<file path="config.mk">
export PLATFORM = sky130hd
export DESIGN_NAME = pwr_mode_ctrl
export DESIGN_NICKNAME = d
export VERILOG_FILES = /design/src/rtl/pmc_pkg.sv /design/src/rtl/pmc_wake_qual.sv /design/src/rtl/pmc_stab_timer.sv /design/src/rtl/pmc_gate_decode.sv /design/src/rtl/pwr_mode_ctrl.sv
export SDC_FILE = /design/constraint.sdc
export NUM_CORES = 1
export LEC_CHECK = 0
export ABC_AREA = 1
export CAP_MARGIN = 5
export CORE_MARGIN = 1
export CORE_UTILIZATION = 25
export CTS_CLUSTER_DIAMETER = 50
export DETAILED_ROUTE_END_ITERATION = 6
export GPL_TIMING_DRIVEN = 0
export PLACE_DENSITY = 0.55
export SLEW_MARGIN = 30
export SYNTH_ARGS = -nofsm -noshare
export SYNTH_HDL_FRONTEND = slang
export SYNTH_HIERARCHICAL = 1
export SYNTH_SLANG_ARGS = --single-unit
</file>
<file path="constraint.sdc">
create_clock -name clk -period 1.35 [get_ports clk]
set_input_delay 0.27 -clock clk [delete_from_list [all_inputs] [get_ports clk]]
set_output_delay 0.27 -clock clk [all_outputs]
set_load 0.01 [all_outputs]
</file>
<file path="src/rtl/pmc_pkg.sv">
package pmc_pkg;
  typedef enum logic [1:0] {
    PM_RUN   = 2'd0,
    PM_IDLE  = 2'd1,
    PM_PDOWN = 2'd2,
    PM_WARM  = 2'd3
  } pm_state_t;
endpackage

</file>
<file path="src/rtl/pmc_wake_qual.sv">
module pmc_wake_qual #(
  parameter int NUM_OTHER = 4
) (
  input  logic                 wake_en_serial,
  input  logic                 wake_en_ext0,
  input  logic                 irq_timer,
  input  logic                 irq_serial,
  input  logic                 irq_ext0,
  input  logic [NUM_OTHER-1:0] irq_other,
  output logic                 idle_wake,
  output logic                 pdown_wake
);
  logic other_any;

  generate
    if (NUM_OTHER > 0) begin : g_other
      assign other_any = |irq_other;
    end else begin : g_no_other
      assign other_any = 1'b0;
    end
  endgenerate

  // idle: any request at all; power-down: timer always, others gated
  assign idle_wake  = irq_timer | irq_serial | irq_ext0 | other_any;
  assign pdown_wake = irq_timer | (irq_serial & wake_en_serial)
                    | (irq_ext0 & wake_en_ext0);
endmodule

</file>
<file path="src/rtl/pmc_stab_timer.sv">
module pmc_stab_timer #(
  parameter int CNT_W = 8
) (
  input  logic             clk,
  input  logic             rst_n,
  input  logic             load,
  input  logic [CNT_W-1:0] load_val,
  input  logic             run,
  output logic             done
);
  logic [CNT_W-1:0] remain_q;

  always_ff @(posedge clk or negedge rst_n) begin
    if (!rst_n)
      remain_q <= '0;
    else if (load)
      remain_q <= load_val;
    else if (run && (remain_q != '0))
      remain_q <= remain_q - 1'b1;
  end

  assign done = (remain_q == '0);
endmodule

</file>
<file path="src/rtl/pmc_gate_decode.sv">
module pmc_gate_decode
  import pmc_pkg::*;
(
  input  pm_state_t state,
  output logic      core_clk_en,
  output logic      periph_clk_en,
  output logic      osc_en,
  output logic      dac_oe
);
  always_comb begin
    core_clk_en   = 1'b0;
    periph_clk_en = 1'b0;
    osc_en        = 1'b1;
    dac_oe        = 1'b0;
    unique case (state)
      PM_RUN: begin
        core_clk_en   = 1'b1;
        periph_clk_en = 1'b1;
        dac_oe        = 1'b1;
      end
      PM_IDLE: begin
        periph_clk_en = 1'b1;
        dac_oe        = 1'b1;
      end
      PM_PDOWN: osc_en = 1'b0;
      PM_WARM:  osc_en = 1'b1;
      default:  osc_en = 1'b1;
    endcase
  end
endmodule

</file>
<file path="src/rtl/pwr_mode_ctrl.sv">
module pwr_mode_ctrl
  import pmc_pkg::*;
#(
  parameter int NUM_OTHER = 4,
  parameter int CNT_W     = 8
) (
  input  logic                 clk,
  input  logic                 rst_n,
  input  logic                 req_idle,
  input  logic                 req_pdown,
  input  logic                 wake_en_serial,
  input  logic                 wake_en_ext0,
  input  logic                 irq_timer,
  input  logic                 irq_serial,
  input  logic                 irq_ext0,
  input  logic [NUM_OTHER-1:0] irq_other,
  input  logic [CNT_W-1:0]     stab_count,
  output logic                 core_clk_en,
  output logic                 periph_clk_en,
  output logic                 osc_en,
  output logic                 dac_oe,
  output logic                 wake_evt
);
  pm_state_t state_q, state_d;
  logic      idle_wake, pdown_wake, stab_done;
  logic      warm_load, wake_d;

  pmc_wake_qual #(.NUM_OTHER(NUM_OTHER)) u_qual (
    .wake_en_serial (wake_en_serial),
    .wake_en_ext0   (wake_en_ext0),
    .irq_timer      (irq_timer),
    .irq_serial     (irq_serial),
    .irq_ext0       (irq_ext0),
    .irq_other      (irq_other),
    .idle_wake      (idle_wake),
    .pdown_wake     (pdown_wake)
  );

  pmc_stab_timer #(.CNT_W(CNT_W)) u_stab (
    .clk      (clk),
    .rst_n    (rst_n),
    .load     (warm_load),
    .load_val (stab_count),
    .run      (state_q == PM_WARM),
    .done     (stab_done)
  );

  pmc_gate_decode u_gate (
    .state         (state_q),
    .core_clk_en   (core_clk_en),
    .periph_clk_en (periph_clk_en),
    .osc_en        (osc_en),
    .dac_oe        (dac_oe)
  );

  always_comb begin
    state_d   = state_q;
    warm_load = 1'b0;
    wake_d    = 1'b0;
    unique case (state_q)
      PM_RUN: begin
        if (req_pdown)     state_d = PM_PDOWN;   // power-down wins
        else if (req_idle) state_d = PM_IDLE;
      end
      PM_IDLE: if (idle_wake) begin
        state_d = PM_RUN;
        wake_d  = 1'b1;
      end
      PM_PDOWN: if (pdown_wake) begin
        state_d   = PM_WARM;
        warm_load = 1'b1;
      end
      PM_WARM: if (stab_done) begin
        state_d = PM_RUN;
        wake_d  = 1'b1;
      end
      default: state_d = PM_RUN;
    endcase
  end

  always_ff @(posedge clk or negedge rst_n) begin
    if (!rst_n) begin
      state_q  <= PM_RUN;
      wake_evt <= 1'b0;
    end else begin
      state_q  <= state_d;
      wake_evt <= wake_d;
    end
  end
endmodule

</file>
==> impl_results.md, run 1 <==
* Outcome: finished with violations
* Failing checks: negative setup slack
* Die H at 61.3 um
* Arr. time, crit path at 1550 ps
* Avg Cell Area, Syn at 6.10 um^2
* Total gr overflow at 0
* Crit Path Category: flop to flop
* Final setup margin at -28.5 ps
* Die Footprint at 3750 um^2
* Final Cycle Share at 1.02
* Drt wl/cell at 10.8 um
* Filler Cells Inserted at 369
* Synth area leader: dfrtp_1
* Worst path max stage delay at around 400 ps
* Req. time, crit path at 1520 ps
* Critical Path End Type: flop
* Reg2reg path depth at 9
* # diodes at 0
* Global-route wire length before repair at 3.87 mm
* Syn_nets at 167
* Global-route usage over all layers at 0.138
* Std-Cell Rows at 21
* Vias in the first global route at 906
* ANT nets after route at 0
* Critical-path cell list: inv_2 > ha_2 > nand2_2 > nor2_2 > inv_1 > nand3_1 > o21ai_0 > inv_1 > nand2_1
* RSZ-0062 raised after global routing: true
* Syn. warnings at 6
* Die width at 61.3 um
* CTS H-tree depth at 1
* Sequential fraction of the synthesis area at 0.313
* Placer's final routability congestion estimate at 0.808
* Post-synth cell types at 20
* Final #Nets at 210
* Final core occ at 0.426
* Clk slew on worst S/H paths at 80 ps
* Reg power frac at 0.216
* Worst path depth at 9
* Area Growth Syn to Fin at 63.0%
* WP buf/inv at 3
* VDD IR max at 0.716 mV
* I/O pins at 26
* Final hold violations at 0
* CP max stage cell: dfrtp_1
* Worst hold slack at 336 ps
* Net Sw Frac at 0.489
* Worst skew pair latency at 280 ps
* Post-CTS Hold Buffers at 0
* IO Port Bufs at 25
* Fin. max-slew vios at 0
* Register bit total from synthesis at 11
* Worst Hold Class: input port to async pin
* Fraction of layout cells with a size suffix above 1 at 0.306
* Type of origin of the critical path: flop
* Clk pwr share at 0.080
* Worst Max-Slew Pin Slew at between 500 and 600 ps
* Netlist Area Pre-Place at 878 um^2
* P_int at 1.57 mW
* Switching power total at 1.51 mW
* Share of the synthesized area in the top cell type at 0.313
* Root buf cell: clkbuf_4
* TritonCTS clock tree: built
* Drt pass-1 iters at 4
* Commonest non-fill, non-tap cells in the layout: nand2_1, inv_1, nand3_1
* Pin count of the biggest net entering global routing at 12
* Initial DRC count at 32
* Via density at 4.38
* Vias at 1016
* Cells after synthesis at 144
* Core Area at 3360 um^2
* Initial antenna violation count at 0
* Lkg Pwr at 0.742 nW
* Total wire length at 2.51 mm
* Setup Slack @ Placement at -728 ps
* CP max FO at 2
* Area of the multi-input gates at 569 um^2
* # clock sinks at 11
* Most area-consuming cells after synthesis: dfrtp_1, nand2_1, inv_1
* Most Frequent Cell on Critical Path: inv_1
* Gate power share at 0.704
* Commonest non-fill, non-tap cell in the layout: nand2_1
* Clock skew at about 0.63 ps
* Fmax at 725 MHz
* Register Area at 280 um^2
* Worst relative slew slack at 0.642
* PD cells at 2150 nW/um^2
* Drt drc at 0
* CTS buffer count at 3
* Top delay family on crit path: flip-flops
* Final setup vio count at 4
* Final min period at 1380 ps
* CTS Buffer Depth at 2
* Initial Utilization at 0.261
* Maxcap violations at 0
* DP Wirelength at approximately 1.6 mm
## area by class of cell
| class | instances | share of cell area |
|---|---|---|
| Buffer | 3 | 0.0210 |
| Sequential cell | 11 | 0.196 |
| Clock buffer | 3 | 0.0157 |
| Clock inverter | 1 | 0.00350 |
| Tap cell | 46 | 0.0402 |
| Multi-Input combinational cell | 103 | 0.398 |
| Timing Repair Buffer | 38 | 0.247 |
| Inverter | 27 | 0.0795 |
## cells by family after synthesis
family                     count (synthesis)  share of synthesized area
and+or+nand+nor                           87                      0.423
buffers and inverters                     30                      0.138
AOI/OAI and AO/OA                         13                     0.0869
DFF                                       11                      0.313
adders and majority gates                  2                     0.0285
xor gates and xnor gates                   1                    0.00997
## state kept, by name, summed over array words and instances (netlist names)
name and cells:
wake_evt 1, u_stab/remain_q 8, state_q 2
## what timing repair did
action	CTS	global route
cloned	1	0
endpoints found under the hold margin	0	0
gates resized for setup	32	33
buffers inserted	7	5
setup endpoints to repair	15	11
pin swaps	5	7
## Yosys cell counts
cell	count
a21oi_1	2
buf_4	2
clkbuf_1	1
clkinv_2	1
dfrtp_1	11
ha_1	2
inv_1	24
inv_2	2
nand2_1	49
nand2_2	1
nand2_4	1
nand3_1	17
nand3_2	1
nand4_1	2
nor2_1	15
nor2_2	1
o21ai_0	6
o21ai_1	4
o21ai_4	1
xnor2_1	1
## power by group through the flow
stage / Sequential, mW / Clock, mW / Combinational, mW
3_5_place_dp: 0.684 / 0 / 1.56
4_1_cts: 0.642 / 0.262 / 1.84
6_report: 0.666 / 0.246 / 2.17
3_3_place_gp: 0.675 / 0 / 1.53
2_1_floorplan: 0.639 / 0 / 1.14
5_1_grt: 0.680 / 0.267 / 2.42
## path summary, 6_finish.rpt
| path | to | slack, ps | from |
|---|---|---|---|
| worst max-delay path | state_q[1] | -30 | u_stab/remain_q[1] |
| worst min-delay path | u_stab/remain_q[6] | 340 | rst_n |
| worst max register to register | state_q[1] | -30 | u_stab/remain_q[1] |
| min in group clk | wake_evt | 430 | irq_ext0 |
| worst min register to register | u_stab/remain_q[4] | 570 | u_stab/remain_q[4] |
| max in group asynchronous | state_q[1] | 630 | rst_n |
## metrics by stage
step	power [mW]	instances	cell area [um^2]	TNS [ps]
CTS	2.74	227	1300	-29.4
floorplan	1.78	144	878	0
global placement	2.21	215	1190	-5380
detailed placement	2.24	215	1190	-5690
finish	3.08	232	1430	-38.3
global route	3.36	232	1430	-598
## layer usage
layer  wire (um)  global-route usage  vias to the layer above
met4           0              0.0487                        0
met3          62              0.0210                        0
met1        1130               0.179                      474
met5           0                   0                        -
met2        1310               0.233                       14
li1            -                   -                      528
Note: power is estimated with default switching activity, not from simulation.
==> inputs of run 2 (changes only) <==
GPL_TIMING_DRIVEN = default   (was 0)
==> impl_results.md, run 2 (synthesis results as in run 1) <==
* Die Footprint at 3750 um^2 (unchanged)
* Fmax at 764 MHz (+5.4%)
* CTS buffer count at 3 (unchanged)
* Worst reg2reg path startpoint: u_stab/remain_q[1]
* Post-CTS Hold Buffers at 0 (unchanged)
* Largest registers: u_stab/remain_q x8, state_q x2, wake_evt x1
* Area Growth Syn to Fin at 59.3%
* ANT nets after route at 0 (unchanged)
* Initial Utilization at 0.261 (unchanged)
* Req. time, crit path at 1520 ps (about the same)
* Drt drc at 0 (unchanged)
* Reg power frac at 0.199 (-0.017)
* Biggest register: u_stab/remain_q
* Initial DRC count at 31 (-3.1%)
* Clk pwr share at 0.079 (about the same)
* Vias at 977 (-3.8%)
* Via density at 4.16 (-5.1%)
* RSZ-0062 raised after global routing: true
* # diodes at 0 (unchanged)
* Die width at 61.3 um (unchanged)
* Fraction of layout cells with a size suffix above 1 at 0.254 (-0.0525)
* Metal3 WL at 69 um (+11%)
* Net Sw Frac at 0.480 (-0.00962)
* Final hold violations at 0 (unchanged)
* Initial antenna violation count at 0 (unchanged)
* CP max FO at 2 (unchanged)
* Global-route usage over all layers at 0.135 (-0.00307)
* Maxcap violations at 0 (unchanged)
* Core Area at 3360 um^2 (unchanged)
* Total wire length at 2.34 mm (-6.6%)
* Topmost layer with routed signal wires: met3
* Placer's final routability congestion estimate at 0.817 (+1.1%)
* Root buf cell: clkbuf_4
* Critical Path End Type: flop
* Largest register FFs at 8 (unchanged)
* DP Wirelength at 1.72 mm (+8.0%)
* Vias in the first global route at 909 (+0.33%)
* Final min period at 1310 ps (-70.4 ps)
* Worst relative slew slack at 0.829 (+0.187)
* Worst hold slack at 288 ps (-48.2 ps)
* VDD IR max at 0.561 mV (-22%)
* Gate power share at 0.722 (+0.018)
* I/O pins at 26 (unchanged)
* Clock skew at 4.63 ps (+3.99 ps)
* Switching power total at 1.45 mW (-4.1%)
* PD cells at 2160 nW/um^2 (about the same)
* Total power at 3.02 mW (-2.2%)
* Lkg Pwr at 0.720 nW (-3.1%)
* Drt wl/cell at 9.97 um (-7.8%)
* CTS H-tree depth at 1 (unchanged)
* Met2 wire len at 1.14 mm (-13%)
* Std-Cell Rows at 21 (unchanged)
* WL met1 at 1.14 mm (+0.27%)
* Drt pass-1 iters at 4 (unchanged)
* Final Cycle Share at 0.969 (-0.0521)
* Type of origin of the critical path: flop
* Total gr overflow at 0 (unchanged)
* Global-route wire length before repair at 3.79 mm (-2.1%)
* CTS Buffer Depth at 2 (unchanged)
* Crit path launch: u_stab/remain_q[1]
* Worst Hold Class: input port to async pin
* Clk slew on worst S/H paths at 80 ps (about the same)
* Commonest non-fill, non-tap cells in the layout: nand2_1, inv_1, clkdlybuf4s50_1
* Die H at 61.3 um (unchanged)
* Outcome: complete, no violations
* Pin count of the biggest net entering global routing at 12 (unchanged)
* Worst Max-Slew Pin Slew at 256 ps (-279 ps)
* Crit Path Category: flop to flop
* Final #Nets at 213 (+1.4%)
* Worst skew pair latency at 270 ps (about the same)
* IO Port Bufs at 25 (unchanged)
* TritonCTS clock tree: built
* # clock sinks at 11 (unchanged)
* Fin. max-slew vios at 0 (unchanged)
* Final setup vio count at 0 (-4)
* P_int at 1.57 mW (-0.35%)
* Commonest non-fill, non-tap cell in the layout: nand2_1
* Arr. time, crit path at 1470 ps (-80 ps)
[run 2: cell types whose count changed in the layout (fill, tap and decap cells not counted), sizes merged]
cell	previous run	this run
clkdlybuf4s50	15	18
clkbuf	3	8
buf	20	19
clkinv	2	1
dlymetal6s2s	5	1
dlygate4sd2	1	2
[run 2: layout make-up]
| cell class | instances | area (um^2) |
|---|---|---|
| Fill cell | 373 | 1960 |
| Tap cell | 46 | 57.6 |
| Multi-Input combinational cell | 103 | 547 |
| Inverter | 27 | 109 |
| Timing Repair Buffer | 44 | 384 |
| Clock buffer | 4 | 26.3 |
| Sequential cell | 11 | 275 |
[run 2: layer usage]
| layer | up-vias | track usage |
|---|---|---|
| met4 | 0 | 0.0390 |
| met2 | 16 | 0.224 |
| met1 | 426 | 0.183 |
| met5 | - | 0 |
| met3 | 0 | 0.0189 |
| li1 | 535 | - |
[run 2: power by group through the flow]
stage                     clock (mW)  sequential [mW]  combinational, mW
after global routing           0.267            0.618               2.42
after detailed placement           0            0.609               1.89
after global placement             0            0.604               1.85
after CTS                      0.250            0.587               1.99
final                          0.238            0.600               2.18
after floorplan                    0            0.639               1.14
[run 2: stage by stage]
| step | instance area, um^2 | cells | setup slack, ps | setup TNS [ps] | util |
|---|---|---|---|---|---|
| 5_1_grt | 1400 | 235 | -101 | -160 | 0.416 |
| 4_1_cts | 1350 | 235 | -49.8 | -137 | 0.401 |
| 3_5_place_dp | 1280 | 227 | -364 | -2620 | 0.381 |
| 2_1_floorplan | 878 | 144 | 15.6 | 0 | - |
| 3_3_place_gp | 1280 | 227 | -330 | -2410 | 0.381 |
| 6_report | 1400 | 235 | 41.9 | 0 | 0.416 |
[run 2: worst max-delay path, cell delays in order, from the launching register on]
cell     delay, ps
dfrtp_1        390
inv_2           80
ha_4           150
nand2_4         70
nor2_4         120
inv_1           60
nand3_2         70
nand2_2         60
o21ai_1        140
inv_1           50
[run 2: what timing repair did]
action,in CTS,in global routing
pin swaps,3,7
buffers inserted,3,0
cloned,1,0
resized for setup,17,28
setup endpoints to repair,12,14
[run 2: final timing paths]
| path | to | slack (ps) | cells after the start |
|---|---|---|---|
| setup / recovery | state_q[0] | 40 | 9 |
| hold / removal | u_stab/remain_q[6] | 290 | 2 |
| setup reg to reg | state_q[0] | 40 | 9 |
| hold reg to reg | u_stab/remain_q[2] | 580 | 2 |
| max in group asynchronous | state_q[1] | 900 | 2 |
| min in group clk | state_q[1] | 470 | 6 |
